`config.mk`:
```
export PLATFORM = sky130hd
export DESIGN_NAME = scan_seq
export DESIGN_NICKNAME = d
export VERILOG_FILES = /design/src/rtl/scan_seq_pkg.sv /design/src/rtl/scan_plan.sv /design/src/rtl/scan_fsm.sv /design/src/rtl/scan_seq.sv
export SDC_FILE = /design/constraint.sdc
export NUM_CORES = 1
export LEC_CHECK = 0
export BUFFER_PORTS_ARGS = -buffer_cell sky130_fd_sc_hd__buf_2
export CAP_MARGIN = 20
export CORE_ASPECT_RATIO = 0.75
export CORE_MARGIN = 2
export CORE_UTILIZATION = 40
export CTS_BUF_LIST = sky130_fd_sc_hd__clkbuf_16
export DETAILED_ROUTE_END_ITERATION = 12
export GPL_TIMING_DRIVEN = 0
export SKIP_CTS_REPAIR_TIMING = 1
export SLEW_MARGIN = 30
export SYNTH_ARGS = -nofsm -noshare
export SYNTH_HDL_FRONTEND = slang
export SYNTH_SLANG_ARGS = --single-unit
```
`constraint.sdc`:
```
create_clock -name clk -period 1.6 [get_ports clk]
set_input_delay 0.08 -clock clk [delete_from_list [all_inputs] [get_ports clk]]
set_output_delay 0.08 -clock clk [all_outputs]
set_load 0.01 [all_outputs]
```
`src/rtl/scan_seq_pkg.sv`:
```
package scan_seq_pkg;

  typedef enum logic [1:0] {
    MODE_FROM_ZERO = 2'b00,
    MODE_BURST     = 2'b01,
    MODE_UPPER     = 2'b10,
    MODE_SINGLE    = 2'b11
  } scan_mode_e;

  typedef enum logic [1:0] {
    ST_IDLE,
    ST_ISSUE,
    ST_WAIT
  } seq_state_e;

  typedef enum logic [1:0] {
    END_AT_LAST,
    END_AT_COUNT,
    END_ON_STOP
  } end_rule_e;

  function automatic int sel_width(input int n_ch);
    return (n_ch <= 4) ? 2 : 4;
  endfunction

  function automatic int upper_start(input int n_ch);
    return (n_ch <= 4) ? 2 : 6;
  endfunction

endpackage

```
`src/rtl/scan_plan.sv`:
```
module scan_plan
  import scan_seq_pkg::*;
#(
  parameter int NUM_CH = 8,
  parameter int CH_W   = 4
) (
  input  logic [1:0]      mode_i,
  input  logic [CH_W-1:0] sel_i,
  input  logic            ext_clk_i,
  output logic [CH_W-1:0] first_o,
  output logic [CH_W-1:0] last_o,
  output end_rule_e       rule_o
);
  localparam int TOP_CH = NUM_CH - 1;
  localparam int UP_CH  = upper_start(NUM_CH);

  logic [CH_W-1:0] clamped;

  always_comb begin
    if (sel_i > CH_W'(TOP_CH)) clamped = CH_W'(TOP_CH);
    else                       clamped = sel_i;
  end

  always_comb begin
    first_o = clamped;
    last_o  = clamped;
    rule_o  = END_AT_LAST;
    case (scan_mode_e'(mode_i))
      MODE_FROM_ZERO: begin
        first_o = '0;
      end
      MODE_BURST: begin
        rule_o = ext_clk_i ? END_ON_STOP : END_AT_COUNT;
      end
      MODE_UPPER: begin
        first_o = CH_W'(UP_CH);
        last_o  = (clamped > CH_W'(UP_CH)) ? clamped : CH_W'(UP_CH);
      end
      default: begin
        rule_o = ext_clk_i ? END_ON_STOP : END_AT_LAST;
      end
    endcase
  end
endmodule

```
`src/rtl/scan_fsm.sv`:
```
module scan_fsm
  import scan_seq_pkg::*;
#(
  parameter int CH_W   = 4,
  parameter int REPEAT = 8,
  parameter int CNT_W  = 4
) (
  input  logic            clk,
  input  logic            rst_n,
  input  logic            start_i,
  input  logic [CH_W-1:0] first_i,
  input  logic [CH_W-1:0] last_i,
  input  end_rule_e       rule_i,
  input  logic            stop_i,
  input  logic            done_i,
  output logic            conv_o,
  output logic [CH_W-1:0] ch_o,
  output logic            busy_o,
  output logic            eos_o
);
  seq_state_e      state_q;
  logic [CH_W-1:0] ch_q;
  logic [CH_W-1:0] last_q;
  end_rule_e       rule_q;
  logic [CNT_W-1:0] cnt_q;
  logic            stop_pend_q;
  logic            eos_q;
  logic            finish;

  always_comb begin
    finish = stop_pend_q | stop_i;
    case (rule_q)
      END_AT_LAST:  finish = finish | (ch_q == last_q);
      END_AT_COUNT: finish = finish | (cnt_q == CNT_W'(REPEAT - 1));
      default:      ;
    endcase
  end

  always_ff @(posedge clk) begin
    if (!rst_n) begin
      state_q     <= ST_IDLE;
      ch_q        <= '0;
      last_q      <= '0;
      rule_q      <= END_AT_LAST;
      cnt_q       <= '0;
      stop_pend_q <= 1'b0;
      eos_q       <= 1'b0;
    end else begin
      eos_q <= 1'b0;
      case (state_q)
        ST_IDLE: begin
          if (start_i) begin
            state_q     <= ST_ISSUE;
            ch_q        <= first_i;
            last_q      <= last_i;
            rule_q      <= rule_i;
            cnt_q       <= '0;
            stop_pend_q <= 1'b0;
          end
        end
        ST_ISSUE: begin
          state_q     <= ST_WAIT;
          stop_pend_q <= stop_pend_q | stop_i;
        end
        default: begin
          stop_pend_q <= stop_pend_q | stop_i;
          if (done_i) begin
            if (finish) begin
              state_q <= ST_IDLE;
              eos_q   <= 1'b1;
            end else begin
              state_q <= ST_ISSUE;
              cnt_q   <= cnt_q + 1'b1;
              if (rule_q == END_AT_LAST) ch_q <= ch_q + 1'b1;
            end
          end
        end
      endcase
    end
  end

  assign conv_o = (state_q == ST_ISSUE);
  assign busy_o = (state_q != ST_IDLE);
  assign ch_o   = ch_q;
  assign eos_o  = eos_q;
endmodule

```
`src/rtl/scan_seq.sv`:
```
module scan_seq
  import scan_seq_pkg::*;
#(
  parameter int NUM_CH = 8,
  parameter int REPEAT = 8,
  localparam int SEL_W = sel_width(NUM_CH),
  localparam int CNT_W = $clog2(REPEAT + 1) + 1
) (
  input  logic             clk,
  input  logic             rst_n,
  input  logic             start_i,
  input  logic [1:0]       mode_i,
  input  logic [SEL_W-1:0] sel_i,
  input  logic             ext_clk_i,
  input  logic             stop_i,
  input  logic             done_i,
  output logic             conv_o,
  output logic [SEL_W-1:0] ch_o,
  output logic             busy_o,
  output logic             eos_o
);
  logic [SEL_W-1:0] first_ch;
  logic [SEL_W-1:0] last_ch;
  end_rule_e        rule;

  scan_plan #(.NUM_CH(NUM_CH), .CH_W(SEL_W)) plan_i (
    .mode_i    (mode_i),
    .sel_i     (sel_i),
    .ext_clk_i (ext_clk_i),
    .first_o   (first_ch),
    .last_o    (last_ch),
    .rule_o    (rule)
  );

  scan_fsm #(.CH_W(SEL_W), .REPEAT(REPEAT), .CNT_W(CNT_W)) fsm_i (
    .clk     (clk),
    .rst_n   (rst_n),
    .start_i (start_i),
    .first_i (first_ch),
    .last_i  (last_ch),
    .rule_i  (rule),
    .stop_i  (stop_i),
    .done_i  (done_i),
    .conv_o  (conv_o),
    .ch_o    (ch_o),
    .busy_o  (busy_o),
    .eos_o   (eos_o)
  );
endmodule

```
# Word level (Yosys, flattened, before mapping)
# Cells that the tools add are included.
[totals]
elab_cells = 62
reg_bits = 19
out_inout_bits = 7
inputBits = 12
[op_classes]
n_lt_le_gt_ge = 2
n_reduce_logical = 13
n_bitwise = 6
n_addsub = 2
mux = 24
eq_ne = 8
[op_table]
columns = ["cell", "count"]
rows = [
  ["two-way mux 4 bit", 7],
  ["case mux 4 bit (2 select lines)", 2],
  ["two-way mux 5 bit", 3],
  ["case mux 5 bit (2 select lines)", 1],
  ["greater-than comparator 4 x 3 -> 1 bit (second input constant)", 2],
  ["two-way mux 2 bit", 4],
  ["case mux 2 bit (2 select lines)", 2],
  ["equality test 2 x 1 -> 1 bit (second input constant)", 3],
  ["zero test 2 bit", 3],
  ["nonzero test 2 bit", 3],
  ["adder 5 x 1 -> 5 bit (second input constant)", 1],
  ["equality test 5 x 3 -> 1 bit (second input constant)", 1],
  ["AND reduction 5 bit", 1],
  ["adder 4 x 1 -> 4 bit (second input constant)", 1],
  ["equality test 4 bit", 1],
  ["two-way mux 1 bit", 4],
  ["inequality test 2 bit (second input constant)", 2],
  ["AND reduction 2 bit", 2],
  ["AND reduction 4 bit", 1],
  ["OR reduction 4 bit", 1],
  ["inverter 1 bit", 3],
  ["bitwise OR 1 bit", 3],
  ["nonzero test 3 bit", 1],
  ["equality test 2 bit (second input constant)", 1],
  ["2 further kinds", 2],
]

# Depth between registers and ports, before layout
[logic_depth]
ltp_word = 6
depth_mapped = 5

# Cells and area by module
# Synthesis repeated with hierarchy kept, for this count alone.
[unflattened]
hier_cells = 135
area_unflattened_um2 = 1074.8
[by_module_without_submodules]
columns = ["module", "instances", "area_per_inst_um2", "cells_each", "seq_area_each_um2"]
rows = [
  ["scan_fsm", 1, 975.9, 119, 380.4],
  ["scan_plan", 1, 98.8, 16, 0.0],
]

# Worst setup path before layout
# No wires, ideal clock.
[synth_path]
path_type = "register -> register"
from = "reg fsm_i.ch_q[1], in the netlist fsm_i.ch_o[1]"
to = "reg fsm_i.ch_q[3], in the netlist fsm_i.ch_o[3]"
path_buffers = 1
stages_incl_launch_ff = 6
arrival_time_ns = 1.351
synth_period_minus_slack_ns = 1.471
setup_slack_ns = 0.129
path_cell_list = "dfxtp_1 -> xor2_1 -> nor4_2 -> buf_4 -> nor3_1 -> o31a_1"
[synth_between]
elab_chain_cells = 5
elab_cells_between_ends = 10
[synth_rtl]
columns = ["element", "line_no", "source"]
rows = [
  ["start: declaration", "scan_fsm.sv:22", "logic [CH_W-1:0] ch_q;"],
  ["start signal: assignment", "scan_fsm.sv:54", "ch_q <= first_i;"],
  ["start signal: assignment", "scan_fsm.sv:74", "if (rule_q == END_AT_LAST) ch_q <= ch_q + 1'b1;"],
  ["adder 4 x 1 -> 4 bit / equality test 4 bit (equally long branches)", "scan_fsm.sv:74, scan_fsm.sv:33", ""],
  ["two-way mux 4 bit / bitwise OR 1 bit (equally long branches)", "scan_fsm.sv:74, scan_fsm.sv:33", ""],
  ["two-way mux 4 bit / case mux 1 bit (2 select lines) (equally long branches)", "scan_fsm.sv:68, scan_fsm.sv:32", ""],
  ["two-way mux 4 bit / inequality test 2 bit (equally long branches)", "n/a", ""],
  ["case mux 4 bit (2 select lines) / AND reduction 5 bit (equally long branches)", "n/a", ""],
]
# Parallel ways exist; a longest one is shown, timed or not. The select of a mux whose other input is x is not followed.
# A chain may end at the register's enable or synchronous reset.

# Worst setup path in the final report
[layout_path]
from = "reg fsm_i.ch_q[3], in the netlist fsm_i.ch_o[3]"
to = "reg fsm_i.cnt_q[1]"
[layout_between]
elab_chain_cells = 5
[layout_rtl]
columns = ["element", "line_no", "source"]
rows = [
  ["equality test 4 bit", "scan_fsm.sv:33", "END_AT_LAST: finish = finish | (ch_q == last_q);"],
  ["bitwise OR 1 bit", "scan_fsm.sv:33", ""],
  ["case mux 1 bit (2 select lines)", "scan_fsm.sv:32", "case (rule_q)"],
  ["inequality test 2 bit (no source line)", "n/a", ""],
  ["AND reduction 4 bit (no source line)", "n/a", ""],
  ["end signal: assignment", "scan_fsm.sv:73", "cnt_q <= cnt_q + 1'b1;"],
  ["end: declaration", "scan_fsm.sv:25", "logic [CNT_W-1:0] cnt_q;"],
]
# No other way between the ends.

==> results.cfg <==
[synthesis]
avgSynthCellArea_sq_um = 8.49
synth-async-reset-ratio = 0
syn-num-nets = 136
netlist_top_cells_area = dfxtp_1 37%, mux2i_1 4.8%, nand3_1 4.8%
synth_top_area_cell = dfxtp_1
synth-seq-cells = 19
netlist_instances = 122
synthTopCellsByCount = 19 x dfxtp_1, 10 x nand2_1, 10 x nand3_1, 9 x o21ai_0, 6 x nor2_1
synth_top_area_frac = 0.367
yosysSeqAreaShare = 0.367
synth_most_common_cell = dfxtp_1
ys_types = 44
synth-main-ff-cell = dfxtp_1
mappedNetlistArea_sq_mm = 0.00104
yosysWarnings = 0
synth_edf_count = 0

[placement]
place_inst = 174
dpl.hpwl_microns = 1910
place.gp.congestion = 0.820
io_buffers = 18

[pwr]
power_density_mw_per_mm2 = 1030
p_clk_frac = 0.382
p_sw_uw = 382
vdd_ir_drop_max_v = 0.000615
internal_power_uw = 982
leakage_uw = 0.000541
seq_power_share = 0.391
comb_power_share = 0.227
switching_share = 0.280

[sta]
rsz0062_at_grt = true
finalHoldViolCount = 0
report.final.slew_viol_count = 0
tightest_slew_ps = 468
fmax_mhz = 636
timing.hold.ws_ps = 95.1
setup_viol_count_final = 0
setup_tns_ps = 0
skew_ps = 4.20
post-route-min-period_ps = 1570
relSlewSlack = 0.688
final.period_utilization = 0.983

[die]
die_w_microns = 62.8
die_y_microns = 48.1
core_area_sq_mm = 0.00238
row_count = 15
ios = 19
fp.dieArea_sq_mm = 0.00302
start_util = 0.435

[finish]
nNetsFinal = 164
drive_gt1_frac = 0.295
final_cells = 183
num_antenna_cells = 0
area_growth_pct = 27.7

[global_routing]
grt_pass1_wl_microns = 4430
track_usage = 0.194
antenna_found_initial = 0
globalRoute.totalOverflow = 0
grt_pass1_vias = 934
grt_max_degree = 12

[clocking]
cts_buffer_depth = 2
cts_tree = yes
clk-insertion-delay-late_ps = 250
cts_made_buffers = 3
clk_pin_slew_ps = 60
clock-root-buffer = clkbuf_16
cts_sinks = 19
htreeDepth = 1

[routing]
postRouteAntennaNets = 0
topRoutingLayerUsed = met4
drt-total-wl_microns = 2700
met3WireLength_microns = 130
wl_per_cell_microns = 14.7
met2_length_microns = 1150
drc = 0
met1_length_microns = 1410
initialDrtViolationCount = 51
first_pass_iters = 4
vias = 1021
viasPerCell = 5.58

[hold_path]
hold_class = input pin to flip-flop

[critical_path]
cp_max_fo = 5
slowest_stage = dfxtp_2
path_cells = xor2_1, nor4_2, buf_4, buf_4, a21oi_1, mux2i_1
end_kind = flip-flop
crit_path_max_incr_delay_ps = 360
cp-start-kind = flip-flop
cp_num_buf_inv = 2
critPathKind = flip-flop to flip-flop
cp.arrival_ps = 1760
cp_top_family = flip-flops
crit_path_frequent_cell = buf_4
crit_required_ps = 1780

[status]
status = finished, final reports clean

[flow_run]
maxCapViolCount = 0
## stage by stage
step	total power [uW]	utilization	instance area, sq um	setup slack [ps]
global route	1430	0.555	1320	-24.5
detailed placement	771	0.490	1170	-53.6
global placement	771	0.490	1170	-83.0
finish	1360	0.555	1320	26.7
CTS	1290	0.524	1250	-57.7
floorplan	688	-	1040	129
## power groups by stage
| stage | sequential, uW | combinational (uW) | clock [uW] |
|---|---|---|---|
| floorplan | 534 | 154 | 0 |
| global placement | 536 | 235 | 0 |
| detailed placement | 538 | 234 | 0 |
| CTS | 527 | 236 | 530 |
| global route | 537 | 337 | 556 |
| finish | 533 | 310 | 521 |
## per-layer routing
layer	vias to the layer above	GRT usage
met5	-	0
met4	0	0.0400
met3	2	0.0447
met2	27	0.323
met1	488	0.266
li1	504	-
## layout make-up
class | count | area [sq um]
inverter | 3 | 11.3
clock buffer | 3 | 75.1
sequential | 19 | 389
buffer | 5 | 25.0
timing repair buffer | 23 | 131
clock inverter | 1 | 5.00
multi-input combinational | 95 | 643
fill | 237 | 1060
tap | 34 | 42.5
## placed cells by master (no fill, tap or decap), types with 2 or more instances in the layout
master,Yosys,routed
mux2i_1,5,5
buf_4,1,5
clkbuf_1,3,2
nand3_1,10,10
nand2_1,10,10
dfxtp_2,0,4
nor3_1,4,4
nor3b_1,5,5
nor2_1,6,5
nand4_1,2,2
a21oi_1,4,4
xor2_2,0,2
and3_1,3,3
xor2_1,4,2
nand3b_1,2,2
clkbuf_16,0,3
or2_2,2,2
o21a_1,2,2
o21ai_0,9,9
dfxtp_1,19,14
buf_2,1,20
a21boi_0,2,2
ha_1,2,2
inv_1,2,2
## cells by family (layout without fill, tap and decap cells)
family,Yosys count,in the layout,synth area share
and+or+nand+nor,53,53,0.293
adders and majority gates,2,2,0.0242
AOI/OAI and AO/OA,31,31,0.199
muxes,5,5,0.0483
buffers and inverters,8,35,0.0338
DFF,19,19,0.367
xor gates and xnor gates,4,4,0.0338
## worst paths after layout
| path | start | to | slack (ps) | depth (start not counted) |
|---|---|---|---|---|
| worst max-delay path | fsm_i.ch_o[3]$_SDFFE_PN0P_ | fsm_i.cnt_q[1]$_SDFFE_PN0P_ | 30 | 6 |
| worst max register to register | fsm_i.ch_o[3]$_SDFFE_PN0P_ | fsm_i.cnt_q[1]$_SDFFE_PN0P_ | 30 | 6 |
| worst min-delay path | sel_i[1] | fsm_i.last_q[1]$_SDFFE_PN0P_ | 100 | 3 |
| worst min register to register | fsm_i.rule_q[1]$_SDFFE_PN0P_ | fsm_i.rule_q[1]$_SDFFE_PN0P_ | 490 | 2 |
## worst register-to-register path: stages (launching register included)
cell     delay [ps]
dfxtp_2         360
xor2_1          190
nor4_2           70
buf_4           150
buf_4           160
a21oi_1         350
mux2i_1         230
## sequential cells by signal, summed over array words and instances (netlist names)
signal / flops
fsm_i.state_q: 2
fsm_i.eos_o: 1
fsm_i.stop_pend_q: 1
fsm_i.cnt_q: 5
fsm_i.ch_o: 4
fsm_i.rule_q: 2
fsm_i.last_q: 4
No activity file was read; power rests on OpenSTA's default activity.
